**src/rtl/smb_cfg_pkg.sv**
```systemverilog
package smb_cfg_pkg;

  typedef enum logic [3:0] {
    S_IDLE, S_ADDR, S_ACK_A, S_REG, S_ACK_R,
    S_DATA, S_ACK_D, S_TX, S_HACK, S_WAIT
  } eng_st_e;

  localparam logic [7:0] STATUS_PTR = 8'h00;

  // power-on value of a read/write register, by pointer
  function automatic logic [7:0] reg_reset(input int ptr);
    case (ptr)
      3, 4:    return 8'h77;
      8:       return 8'h78;
      default: return 8'h00;
    endcase
  endfunction

  function automatic logic is_rw(input logic [7:0] ptr, input int first, input int num);
    return (int'(ptr) >= first) && (int'(ptr) < first + num);
  endfunction

endpackage

```
**src/rtl/smb_line_sync.sv**
```systemverilog
module smb_line_sync #(
  parameter int STAGES = 2
) (
  input  logic clk,
  input  logic rst_n,
  input  logic cs_i,
  input  logic scl_i,
  input  logic sda_i,
  output logic cs_s,
  output logic scl_s,
  output logic sda_s,
  output logic scl_rise,
  output logic scl_fall,
  output logic start_ev,
  output logic stop_ev
);
  localparam logic [2:0] IDLE_LVL = 3'b011; // cs low, scl and sda released

  logic [2:0] stg [STAGES];
  logic       scl_q, sda_q;

  always_ff @(posedge clk or negedge rst_n) begin
    if (!rst_n) begin
      for (int k = 0; k < STAGES; k++) stg[k] <= IDLE_LVL;
      scl_q <= 1'b1;
      sda_q <= 1'b1;
    end else begin
      stg[0] <= {cs_i, scl_i, sda_i};
      for (int k = 1; k < STAGES; k++) stg[k] <= stg[k-1];
      scl_q <= stg[STAGES-1][1];
      sda_q <= stg[STAGES-1][0];
    end
  end

  assign {cs_s, scl_s, sda_s} = stg[STAGES-1];
  assign scl_rise = scl_s & ~scl_q;
  assign scl_fall = ~scl_s & scl_q;
  assign start_ev = scl_s & scl_q & sda_q & ~sda_s;
  assign stop_ev  = scl_s & scl_q & ~sda_q & sda_s;

endmodule

```
**src/rtl/smb_reg_bank.sv**
```systemverilog
module smb_reg_bank
  import smb_cfg_pkg::*;
#(
  parameter int FIRST_RW = 3,
  parameter int NUM_RW   = 6
) (
  input  logic                  clk,
  input  logic                  rst_n,
  input  logic                  wr_en,
  input  logic [7:0]            ptr,
  input  logic [7:0]            wr_data,
  input  logic [7:0]            status_i,
  output logic [7:0]            rd_data,
  output logic [8*NUM_RW-1:0]   cfg_o
);

  for (genvar g = 0; g < NUM_RW; g++) begin : g_reg
    logic [7:0] q;
    always_ff @(posedge clk or negedge rst_n) begin
      if (!rst_n)                               q <= reg_reset(FIRST_RW + g);
      else if (wr_en && ptr == 8'(FIRST_RW + g)) q <= wr_data;
    end
    assign cfg_o[8*g +: 8] = q;
  end

  always_comb begin
    rd_data = 8'h00;
    if (ptr == STATUS_PTR) rd_data = status_i;
    for (int k = 0; k < NUM_RW; k++)
      if (ptr == 8'(FIRST_RW + k)) rd_data = cfg_o[8*k +: 8];
  end

  AST_RO_WRITE_INERT: assert property (@(posedge clk) disable iff (!rst_n)
    (wr_en && !is_rw(ptr, FIRST_RW, NUM_RW)) |=> $stable(cfg_o));

endmodule

```
**src/rtl/smb_bit_engine.sv**
```systemverilog
module smb_bit_engine
  import smb_cfg_pkg::*;
#(
  parameter logic [6:0] TARGET_ADDR = 7'b1010110,
  parameter int         TMO_CYC     = 3_000_000
) (
  input  logic       clk,
  input  logic       rst_n,
  input  logic       cs_s,
  input  logic       scl_s,
  input  logic       sda_s,
  input  logic       scl_rise,
  input  logic       scl_fall,
  input  logic       start_ev,
  input  logic       stop_ev,
  input  logic [7:0] rd_data,
  output logic       sda_drv,
  output logic       wr_en,
  output logic [7:0] ptr,
  output logic [7:0] wr_data
);
  localparam int TMO_W = $clog2(TMO_CYC + 1);

  eng_st_e          st;
  logic [7:0]       sh;
  logic [6:0]       tx;
  logic [3:0]       cnt;
  logic             rw;
  logic [TMO_W-1:0] tmo_cnt;
  logic             en, byte_done, tmo_hit;

  assign en        = cs_s;
  assign byte_done = en && scl_fall && cnt == 4'd8;
  assign tmo_hit   = en && !scl_s && st != S_IDLE && tmo_cnt == TMO_W'(TMO_CYC - 1);
  assign wr_en     = byte_done && st == S_DATA;
  assign wr_data   = sh;

  always_ff @(posedge clk or negedge rst_n) begin
    if (!rst_n)                    tmo_cnt <= '0;
    else if (en) begin
      if (scl_s || st == S_IDLE)  tmo_cnt <= '0;
      else if (!tmo_hit)          tmo_cnt <= tmo_cnt + 1'b1;
    end
  end

  always_ff @(posedge clk or negedge rst_n) begin
    if (!rst_n) begin
      st <= S_IDLE; sh <= '0; tx <= '0; cnt <= '0; rw <= 1'b0; ptr <= '0; sda_drv <= 1'b0;
    end else if (en) begin
      if (start_ev) begin
        st <= S_ADDR; cnt <= '0; sda_drv <= 1'b0;
      end else if (stop_ev || tmo_hit) begin
        st <= S_IDLE; sda_drv <= 1'b0;
      end else begin
        case (st)
          S_ADDR, S_REG, S_DATA: begin
            if (scl_rise) begin
              sh  <= {sh[6:0], sda_s};
              cnt <= cnt + 1'b1;
            end else if (byte_done) begin
              cnt <= '0;
              if (st == S_ADDR) begin
                if (sh[7:1] == TARGET_ADDR) begin
                  rw <= sh[0]; sda_drv <= 1'b1; st <= S_ACK_A;
                end else st <= S_WAIT;
              end else if (st == S_REG) begin
                ptr <= sh; sda_drv <= 1'b1; st <= S_ACK_R;
              end else begin
                sda_drv <= 1'b1; st <= S_ACK_D;
              end
            end
          end
          S_ACK_A: if (scl_fall) begin
            cnt <= '0;
            if (rw) begin
              tx <= rd_data[6:0]; sda_drv <= ~rd_data[7]; st <= S_TX;
            end else begin
              sda_drv <= 1'b0; st <= S_REG;
            end
          end
          S_ACK_R: if (scl_fall) begin sda_drv <= 1'b0; st <= S_DATA; end
          S_ACK_D: if (scl_fall) begin sda_drv <= 1'b0; st <= S_WAIT; end
          S_TX: if (scl_fall) begin
            if (cnt == 4'd7) begin
              sda_drv <= 1'b0; st <= S_HACK;
            end else begin
              cnt <= cnt + 1'b1; sda_drv <= ~tx[6]; tx <= {tx[5:0], 1'b0};
            end
          end
          S_HACK: if (scl_fall) st <= S_WAIT;
          default: ;
        endcase
      end
    end
  end

  AST_FROZEN_DESELECTED: assert property (@(posedge clk) disable iff (!rst_n)
    !cs_s |=> $stable(st));
  AST_FOREIGN_SILENT: assert property (@(posedge clk) disable iff (!rst_n)
    (st == S_WAIT) |-> !sda_drv);
  AST_WRITE_ACKED: assert property (@(posedge clk) disable iff (!rst_n)
    wr_en |=> sda_drv);
  AST_TMO_IDLE: assert property (@(posedge clk) disable iff (!rst_n)
    tmo_hit |=> (st == S_IDLE));
  AST_TX_ON_READ: assert property (@(posedge clk) disable iff (!rst_n)
    (st == S_TX) |-> rw);
  AST_PTR_HELD: assert property (@(posedge clk) disable iff (!rst_n)
    (st == S_TX) |=> $stable(ptr));

endmodule

```
**src/rtl/smb_cfg_target.sv**
```systemverilog
module smb_cfg_target #(
  parameter logic [6:0] TARGET_ADDR = 7'b1010110,
  parameter int         SYNC_STAGES = 2,
  parameter int         FIRST_RW    = 3,
  parameter int         NUM_RW      = 6,
  parameter int         TMO_CYC     = 3_000_000
) (
  input  logic                clk,
  input  logic                rst_n,
  input  logic                cs_i,
  input  logic                scl_i,
  input  logic                sda_i,
  output logic                sda_oe_o,
  input  logic [7:0]          status_i,
  output logic [8*NUM_RW-1:0] cfg_o
);
  logic       cs_s, scl_s, sda_s, scl_rise, scl_fall, start_ev, stop_ev;
  logic       sda_drv, wr_en;
  logic [7:0] ptr, wr_data, rd_data;

  smb_line_sync #(.STAGES(SYNC_STAGES)) u_sync (
    .clk(clk), .rst_n(rst_n), .cs_i(cs_i), .scl_i(scl_i), .sda_i(sda_i),
    .cs_s(cs_s), .scl_s(scl_s), .sda_s(sda_s), .scl_rise(scl_rise),
    .scl_fall(scl_fall), .start_ev(start_ev), .stop_ev(stop_ev));

  smb_bit_engine #(.TARGET_ADDR(TARGET_ADDR), .TMO_CYC(TMO_CYC)) u_eng (
    .clk(clk), .rst_n(rst_n), .cs_s(cs_s), .scl_s(scl_s), .sda_s(sda_s),
    .scl_rise(scl_rise), .scl_fall(scl_fall), .start_ev(start_ev),
    .stop_ev(stop_ev), .rd_data(rd_data), .sda_drv(sda_drv), .wr_en(wr_en),
    .ptr(ptr), .wr_data(wr_data));

  smb_reg_bank #(.FIRST_RW(FIRST_RW), .NUM_RW(NUM_RW)) u_bank (
    .clk(clk), .rst_n(rst_n), .wr_en(wr_en), .ptr(ptr), .wr_data(wr_data),
    .status_i(status_i), .rd_data(rd_data), .cfg_o(cfg_o));

  assign sda_oe_o = sda_drv & cs_s;

  AST_NO_DRIVE_DESELECTED: assert property (@(posedge clk) disable iff (!rst_n)
    (!cs_i && $past(!cs_i) && $past(!cs_i, 2)) |-> !sda_oe_o);

endmodule

```
**config.mk**
```make
export PLATFORM = sky130hd
export DESIGN_NAME = smb_cfg_target
export DESIGN_NICKNAME = d
export VERILOG_FILES = /design/src/rtl/smb_cfg_pkg.sv /design/src/rtl/smb_line_sync.sv /design/src/rtl/smb_reg_bank.sv /design/src/rtl/smb_bit_engine.sv /design/src/rtl/smb_cfg_target.sv
export SDC_FILE = /design/constraint.sdc
export NUM_CORES = 1
export LEC_CHECK = 0
export ABC_AREA = 1
export BUFFER_PORTS_ARGS = -buffer_cell sky130_fd_sc_hd__buf_2
export CAP_MARGIN = 10
export CORE_UTILIZATION = 59
export CTS_CLUSTER_DIAMETER = 200
export DETAILED_ROUTE_END_ITERATION = 8
export PLACE_DENSITY = 0.8
export SLEW_MARGIN = 20
export SYNTH_ARGS = -nofsm -noshare
export SYNTH_HDL_FRONTEND = slang
export SYNTH_SLANG_ARGS = --single-unit
```
**constraint.sdc**
```tcl
create_clock -name clk -period 2.2 [get_ports clk]
set_input_delay 0.11 -clock clk [delete_from_list [all_inputs] [get_ports clk]]
set_output_delay 0.11 -clock clk [all_outputs]
set_load 0.01 [all_outputs]
```
### Word-level counts from Yosys, hierarchy flattened

Cells that the tools add are included.

* register bits: 111
* input bits: 13
* output and inout bits: 49
* logic and storage cells: 156

* add/sub/neg operators: 2
* equality and inequality tests: 37
* mux-type cells: 48
* bitwise operators: 18
* reductions and logical operators: 33

Operator list (count)
* $mux W4: 18
* $mux W8: 7
* $mux W22: 2
* $eq A8 B3 Y1 const B: 4
* $reduce_and A8 Y1: 4
* $mux W7: 4
* $add A22 B1 Y22 const B: 1
* $eq A22 B22 Y1 const B: 1
* $eq A4 B3 Y1 const B: 5
* $ne A4 B2 Y1 const B: 5
* $pmux W4 S5: 1
* $pmux W7 S2: 1
* $logic_and A1 B1 Y1: 12
* $pmux W4 S3: 1
* $mux W1: 11
* $not A1 Y1: 10
* $reduce_and A9 Y1: 1
* $and A1 B1 Y1: 8
* $eq A4 B2 Y1 const B: 2
* $eq A4 B4 Y1 const B: 2
* $eq A8 B2 Y1 const B: 1
* $eq A8 B4 Y1 const B: 1
* $logic_not A8 Y1: 1
* $ne A4 B1 Y1 const B: 2
* other kinds (24): 33

### Longest topological paths before layout

* depth in word-level cells: 14
* depth in mapped cells: 14
* gate-level depth less buffers: 13

### Cells and area by module

From an unflattened synthesis, not the netlist that was laid out.

* cells, all modules: 775
* area total of the unflattened synthesis: 6252.2 um^2

By module, submodules not included
* smb_bit_engine: times used 1, cells an instance 462, area each 3442.1 um^2
* smb_reg_bank: times used 1, cells an instance 292, area each 2553.7 um^2
* smb_line_sync: times used 1, cells an instance 19, area each 249.0 um^2
* smb_cfg_target: times used 1, cells an instance 2, area each 7.5 um^2

### Least setup slack after synthesis

OpenSTA, ideal clock, no wires.

* path type: register -> register
* start: register u_eng.tmo_cnt[0]
* end: register u_eng.tmo_cnt[3]
* arrival: 1657 ps
* data required time: 2070 ps
* setup slack: 413 ps
* cell stages (with the launch flop): 12
* buffers on the path: 1
* period minus slack after synthesis: 1787 ps
* path through: dfrtp_1 ha_1 nand2_1 nor2_1 nand2_1 nor2_1 nand2_1 nand2_2 buf_2 o21ai_0 nand2_1 nor2_1

* longest elaborated chain between the ends: 4
* elaborated cells between the ends (all ways): 7
* classes of those cells: 1 x add/sub; 2 x eq/ne; 2 x mux; 2 x reduce/logical

Ends and longest elaborated chain
* start: declaration: line smb_bit_engine.sv:29 `logic [TMO_W-1:0] tmo_cnt;`
* start signal: assignment: line smb_bit_engine.sv:42 `else if (!tmo_hit) tmo_cnt <= tmo_cnt + 1'b1;`
* parallel branches: the longest is 4 deep, another holds $add A22 B1 Y22

Several ways; the timed one is not identified. The select of a mux whose other input is x is not followed.
A chain may end at the register's enable or synchronous reset.

### Worst setup path in the final report

* start: register u_eng.st[1]
* end: register u_eng.sh[4], in the netlist u_eng.wr_data[4]

* longest elaborated chain between the ends: 6
* elaborated cells between the ends (all ways): 10
* classes of those cells: 3 x eq/ne; 1 x bitwise; 6 x reduce/logical

Ends and longest elaborated chain
* start: declaration: line smb_bit_engine.sv:24 `eng_st_e st;`
* start signal: assignment: line smb_bit_engine.sv:48 `st <= S_IDLE; sh <= '0; tx <= '0; cnt <= '0; rw <= 1'b0; ptr <= '0; sda_drv <= 1'b0;`
* start signal: assignment: line smb_bit_engine.sv:51 `st <= S_ADDR; cnt <= '0; sda_drv <= 1'b0;`
* start signal: assignment: line smb_bit_engine.sv:53 `st <= S_IDLE; sda_drv <= 1'b0;`
* $reduce_bool A4 Y1: line smb_bit_engine.sv:34 `assign tmo_hit = en && !scl_s && st != S_IDLE && tmo_cnt == TMO_W'(TMO_CYC - 1);`
* $logic_and A1 B1 Y1 (2 in series): line smb_bit_engine.sv:34
* $logic_or A1 B1 Y1: line smb_bit_engine.sv:52 `end else if (stop_ev || tmo_hit) begin`
* $not A1 Y1 (no line)
* $reduce_and A5 Y1 (no line) (*)
* end signal: assignment: line smb_bit_engine.sv:58 `sh <= {sh[6:0], sda_s};`
* end: declaration: line smb_bit_engine.sv:25 `logic [7:0] sh;`

Every way passes the cells marked *; elsewhere a longest branch is shown, timed or not.

==> impl_results.html <==
<table>
<tr><th>Metric</th><th>Value</th></tr>
<tr><th colspan="2">Status</th></tr>
<tr><td>Result of the run</td><td>complete, no violations</td></tr>
<tr><th colspan="2">Placed design</th></tr>
<tr><td>Gp weighted congestion</td><td>1.02</td></tr>
<tr><td>Dpl hpwl</td><td>11700 um</td></tr>
<tr><td>Port Buffers</td><td>61</td></tr>
<tr><th colspan="2">Synthesis</th></tr>
<tr><td>Cell types with the highest counts after synthesis</td><td>200 x nand2_1, 123 x nor2_1, 89 x dfrtp_1</td></tr>
<tr><td>Average footprint of a synthesized cell</td><td>7.66 sq um</td></tr>
<tr><td>Share of the synthesized area in the top cell type</td><td>37.5%</td></tr>
<tr><td>Main flop type after synthesis</td><td>dfrtp_1</td></tr>
<tr><td>Synthesized instance count</td><td>774</td></tr>
<tr><td>Post-Synthesis Cell Area</td><td>5930 sq um</td></tr>
<tr><td>Async S/R FF share, synth</td><td>100%</td></tr>
<tr><td>Most frequent cell after synthesis</td><td>nand2_1</td></tr>
<tr><td>Post-synthesis sequential element count</td><td>about 110</td></tr>
<tr><td>Yosys top cell by area</td><td>dfrtp_1</td></tr>
<tr><td>Number of unique standard cell types used by synthesis</td><td>34</td></tr>
<tr><td>Largest cells by area after synthesis</td><td>dfrtp_1 38%, nand2_1 13%, dfstp_2 9.7%, nor2_1 7.8%, inv_1 4.5%</td></tr>
<tr><td>EDFF count, synth</td><td>0</td></tr>
<tr><td>Post-synthesis net count</td><td>790</td></tr>
<tr><td>Portion of the post-synthesis area used by sequential elements</td><td>a little under half</td></tr>
<tr><td>Number of synthesis warnings</td><td>0</td></tr>
<tr><th colspan="2">Timing</th></tr>
<tr><td>Tcrit/Tclk final</td><td>91.3%</td></tr>
<tr><td>Number of slew-limit violations in the final report</td><td>0</td></tr>
<tr><td>Timing-limited maximum frequency</td><td>about 0.5 GHz</td></tr>
<tr><td>Setup TNS</td><td>0 ns</td></tr>
<tr><td>Final setup viols</td><td>0</td></tr>
<tr><td>Min Clock Period, post-route</td><td>2.01 ns</td></tr>
<tr><td>Hold violation total from the final report</td><td>0</td></tr>
<tr><td>RSZ-0062 raised after global routing</td><td>no</td></tr>
<tr><td>Post-route clock skew</td><td>between 0.015 and 0.02 ns</td></tr>
<tr><td>Post-route worst hold slack</td><td>roughly 0.16 ns</td></tr>
<tr><td>Worst slew margin relative to its limit</td><td>65.1%</td></tr>
<tr><td>Tightest Pin Transition</td><td>~0.52 ns</td></tr>
<tr><th colspan="2">Power and ir drop</th></tr>
<tr><td>Part of the power in registers</td><td>48.4%</td></tr>
<tr><td>Total power after layout</td><td>4.97 mW</td></tr>
<tr><td>Net Sw Frac</td><td>36.4%</td></tr>
<tr><td>Relative contribution of the clock network to total power</td><td>26.3%</td></tr>
<tr><td>Internal power</td><td>3.16 mW</td></tr>
<tr><td>Ratio of total power to cell area</td><td>between 700 and 800 nW/um^2</td></tr>
<tr><td>Switching pwr</td><td>1.81 mW</td></tr>
<tr><td>Leakage power summed over all cells</td><td>3.14 nW</td></tr>
<tr><td>Maximum resistive drop on vdd</td><td>587 uV</td></tr>
<tr><td>Comb pwr share</td><td>25.3%</td></tr>
<tr><th colspan="2">Flow run</th></tr>
<tr><td>Max Cap Viol</td><td>0</td></tr>
<tr><th colspan="2">Layout</th></tr>
<tr><td>Area overhead of the layout relative to synthesis</td><td>13.5%</td></tr>
<tr><td>Post-layout net count</td><td>871</td></tr>
<tr><td>Ratio of cells with drive above 1 in the final layout</td><td>a little under a fifth</td></tr>
<tr><td>Number of fill cells in the layout</td><td>877</td></tr>
<tr><td>Total inserted antenna cells</td><td>0</td></tr>
<tr><th colspan="2">Min path</th></tr>
<tr><td>Class of the tightest hold or removal check</td><td>input pin to flop</td></tr>
<tr><td>Startpoint of the most critical hold path</td><td>status_i[6]</td></tr>
<tr><th colspan="2">Global route</th></tr>
<tr><td>Number of global-route vias before repair</td><td>5174</td></tr>
<tr><td>Number of antenna violations at the first check in global routing</td><td>0</td></tr>
<tr><td>Gr ovfl total</td><td>0</td></tr>
<tr><td>Global-route usage over all layers</td><td>32.5%</td></tr>
<tr><td>Pin count of the biggest net entering global routing</td><td>53</td></tr>
<tr><td>Global-route wire length before repair</td><td>around 25000 um</td></tr>
<tr><th colspan="2">Floorplan</th></tr>
<tr><td>Die Area</td><td>10500 sq um</td></tr>
<tr><td>Vertical die dimension</td><td>102 um</td></tr>
<tr><td>Ports placed on the boundary</td><td>62</td></tr>
<tr><td>Effective utilization at floorplan</td><td>60.7%</td></tr>
<tr><td>Die boundary width</td><td>102 um</td></tr>
<tr><td>Core area</td><td>9770 sq um</td></tr>
<tr><td>Cell row count</td><td>36</td></tr>
<tr><th colspan="2">Drt</th></tr>
<tr><td>Routed length per instance</td><td>15.9 um</td></tr>
<tr><td>Detailed Routing Iterations Pass 1</td><td>5</td></tr>
<tr><td>Post-Route WL</td><td>between 15000 and 20000 um</td></tr>
<tr><td>Number of nets with antenna violations after detailed routing</td><td>0</td></tr>
<tr><td>DRC violations left</td><td>0</td></tr>
<tr><td>1st-iter DRT viols</td><td>350</td></tr>
<tr><td>Routed via count divided by cell count</td><td>~5.5</td></tr>
<tr><td>Vias after detailed routing</td><td>5492</td></tr>
<tr><th colspan="2">CTS</th></tr>
<tr><td>Level count of the clock H-tree</td><td>3</td></tr>
<tr><td>Clk_lat worst skew</td><td>0.41 ns</td></tr>
<tr><td>Sink count of the clock tree</td><td>approximately 110</td></tr>
<tr><td>Clock tree from TritonCTS</td><td>built</td></tr>
<tr><td>Cell at the root of the clock tree</td><td>clkbuf_8</td></tr>
<tr><td>Clock Tree Buf Depth</td><td>2</td></tr>
<tr><td>Clock slew at the register clock pins of the worst setup and hold paths</td><td>0.12 ns</td></tr>
<tr><td>TritonCTS Buffers</td><td>9</td></tr>
<tr><th colspan="2">Worst setup path</th></tr>
<tr><td>Arrival time of the worst setup path</td><td>about 2.3 ns</td></tr>
<tr><td>Slowest stage cell on the critical path</td><td>dfrtp_1</td></tr>
<tr><td>Startpoint of the most critical setup path</td><td>u_eng.st[1]$_DFFE_PN0P_</td></tr>
<tr><td>CP cell instances</td><td>nor2_4 -&gt; nand2_2 -&gt; nand2_4 -&gt; nor2_2 -&gt; a21oi_4 -&gt; nand3_4 -&gt; nor2_4 -&gt; buf_12 -&gt; nand2_1 -&gt; o21ai_0</td></tr>
<tr><td>Largest fanout on the critical path</td><td>12</td></tr>
<tr><td>Kind of critical path</td><td>flop to flop</td></tr>
<tr><td>Crit path launch type</td><td>flop</td></tr>
<tr><td>Cell family with most CP delay</td><td>simple AND/OR/NAND/NOR gates</td></tr>
<tr><td>Worst EP required</td><td>2.54 ns</td></tr>
<tr><td>Sort of element at the end of the critical path</td><td>flop</td></tr>
<tr><td>Reg-to-Reg Start</td><td>u_eng.st[1]$_DFFE_PN0P_</td></tr>
<tr><td>CP dominant cell by count</td><td>nor2_4</td></tr>
<tr><td>Buffers plus inverters on the worst setup path</td><td>1</td></tr>
<tr><td>Max stage delay on crit path</td><td>between 0.5 and 0.6 ns</td></tr>
</table>
==> power by group through the flow <==
stage	combinational [mW]	clock (mW)	sequential (mW)
floorplan	0.951	0	2.37
global placement	1.20	0	2.43
detailed placement	1.23	0	2.43
CTS	1.25	1.32	2.40
global route	1.43	1.38	2.44
finish	1.26	1.31	2.41
==> layout by cell type, fill, tap and decap left out, types with 2 or more instances in the layout <==
master	synthesis	routed
o21ai_0	53	53
nand2_1	200	200
dfrtp_1	89	88
a31oi_1	2	2
inv_6	0	2
xor2_1	4	4
nor3_1	13	13
inv_1	71	71
o21ai_1	3	3
xnor2_1	5	5
nor2_4	3	4
o31ai_1	8	8
clkinv_2	0	2
nand3_1	47	47
dlygate4sd3_1	0	4
nand4_1	26	26
dfstp_2	22	22
nand2_2	7	7
nor3_2	2	2
a21oi_1	42	42
nor4_4	2	2
nand2_4	2	2
buf_12	0	2
buf_2	7	60
inv_2	5	5
nor2_2	12	12
ha_1	3	3
o21ai_2	2	2
clkbuf_8	0	9
nor2_1	123	122
buf_4	4	21
nand3b_1	6	6
==> layer usage <==
metal	routed length [um]	share of wire, %	global-route usage, %
met1	6610	42	40.1
met2	7610	48	53.6
met3	945	6.0	7.93
met4	626	4.0	16.0
met5	0	0	0
==> flip-flops by register name, summed over array words and instances, names as in the netlist <==
register / cells
u_sync.cs_s: 1
u_sync.sda_q: 1
u_eng.wr_data: 8
u_sync.sda_s: 1
u_sync.scl_s: 1
u_eng.rw: 1
u_eng.sda_drv: 1
u_eng.tx: 7
u_eng.st: 4
u_sync.stg: 3
u_sync.scl_q: 1
u_eng.tmo_cnt: 22
u_eng.cnt: 4
u_eng.ptr: 8
u_bank.g.q: 48
==> metrics by stage <==
stage                     setup slack [ns]  cell area [sq um]  util (%)  std cells
after global placement               0.191               6460      66.1        972
after CTS                            0.132               6720      68.8        993
after detailed placement           0.00886               6460      66.1        972
final                                0.192               6730      68.9        993
after floorplan                      0.413               5930         -        774
after global routing               0.00562               6730      68.9        993
==> kinds of logic (layout without fill, tap and decap cells) <==
group / count (synthesis) / count (layout) / share of synthesized area (%)
and+or+nand+nor: 446 / 446 / 33.8
AOI/OAI and AO/OA: 112 / 112 / 10.2
DFF: 111 / 111 / 47.3
buffers and inverters: 93 / 179 / 6.79
xor gates and xnor gates: 9 / 9 / 1.33
adders and majority gates: 3 / 3 / 0.633
==> final cells by class <==
type                            count  area [sq um]  area share, %
Clock inverter                      7          81.3           1.21
Tap cell                          133           166           2.47
Inverter                           76           285           4.24
Clock buffer                        9           124           1.84
Timing Repair Buffer               87           538           7.99
Multi-Input combinational cell    570          2730           40.6
Sequential cell                   111          2810           41.7
==> worst paths after layout <==
kind                                                     to  slack (ns)  cells after the start
max in group asynchronous            u_sync.scl_s$_DFF_PN1_        1.20                      3
hold reg to reg                       u_sync.cs_s$_DFF_PN0_        0.37                      0
setup reg to reg               u_eng.wr_data[4]$_DFFE_PN0P_        0.19                     10
hold / removal                      u_eng.tx[6]$_DFFE_PN0P_        0.16                      7
min in group asynchronous  u_bank.g_reg[2].q[7]$_DFFE_PN0P_        0.25                      2
setup / recovery               u_eng.wr_data[4]$_DFFE_PN0P_        0.19                     10
==> repair_timing <==
action                                  in CTS  in global routing
pin swaps                                    1                  1
hold buffers                                 4                  0
resized for setup                            0                  3
buffers inserted                             1                  0
endpoints found under the setup margin       1                 37
hold endpoints to repair                    27                  0
==> tightest hold or removal path, delay by kind of cell <==
family                 cells  cell delay [ns]
and+or+nand+nor            6             0.35
buffers and inverters      1             0.08
No activity file was read; power rests on OpenSTA's default activity.
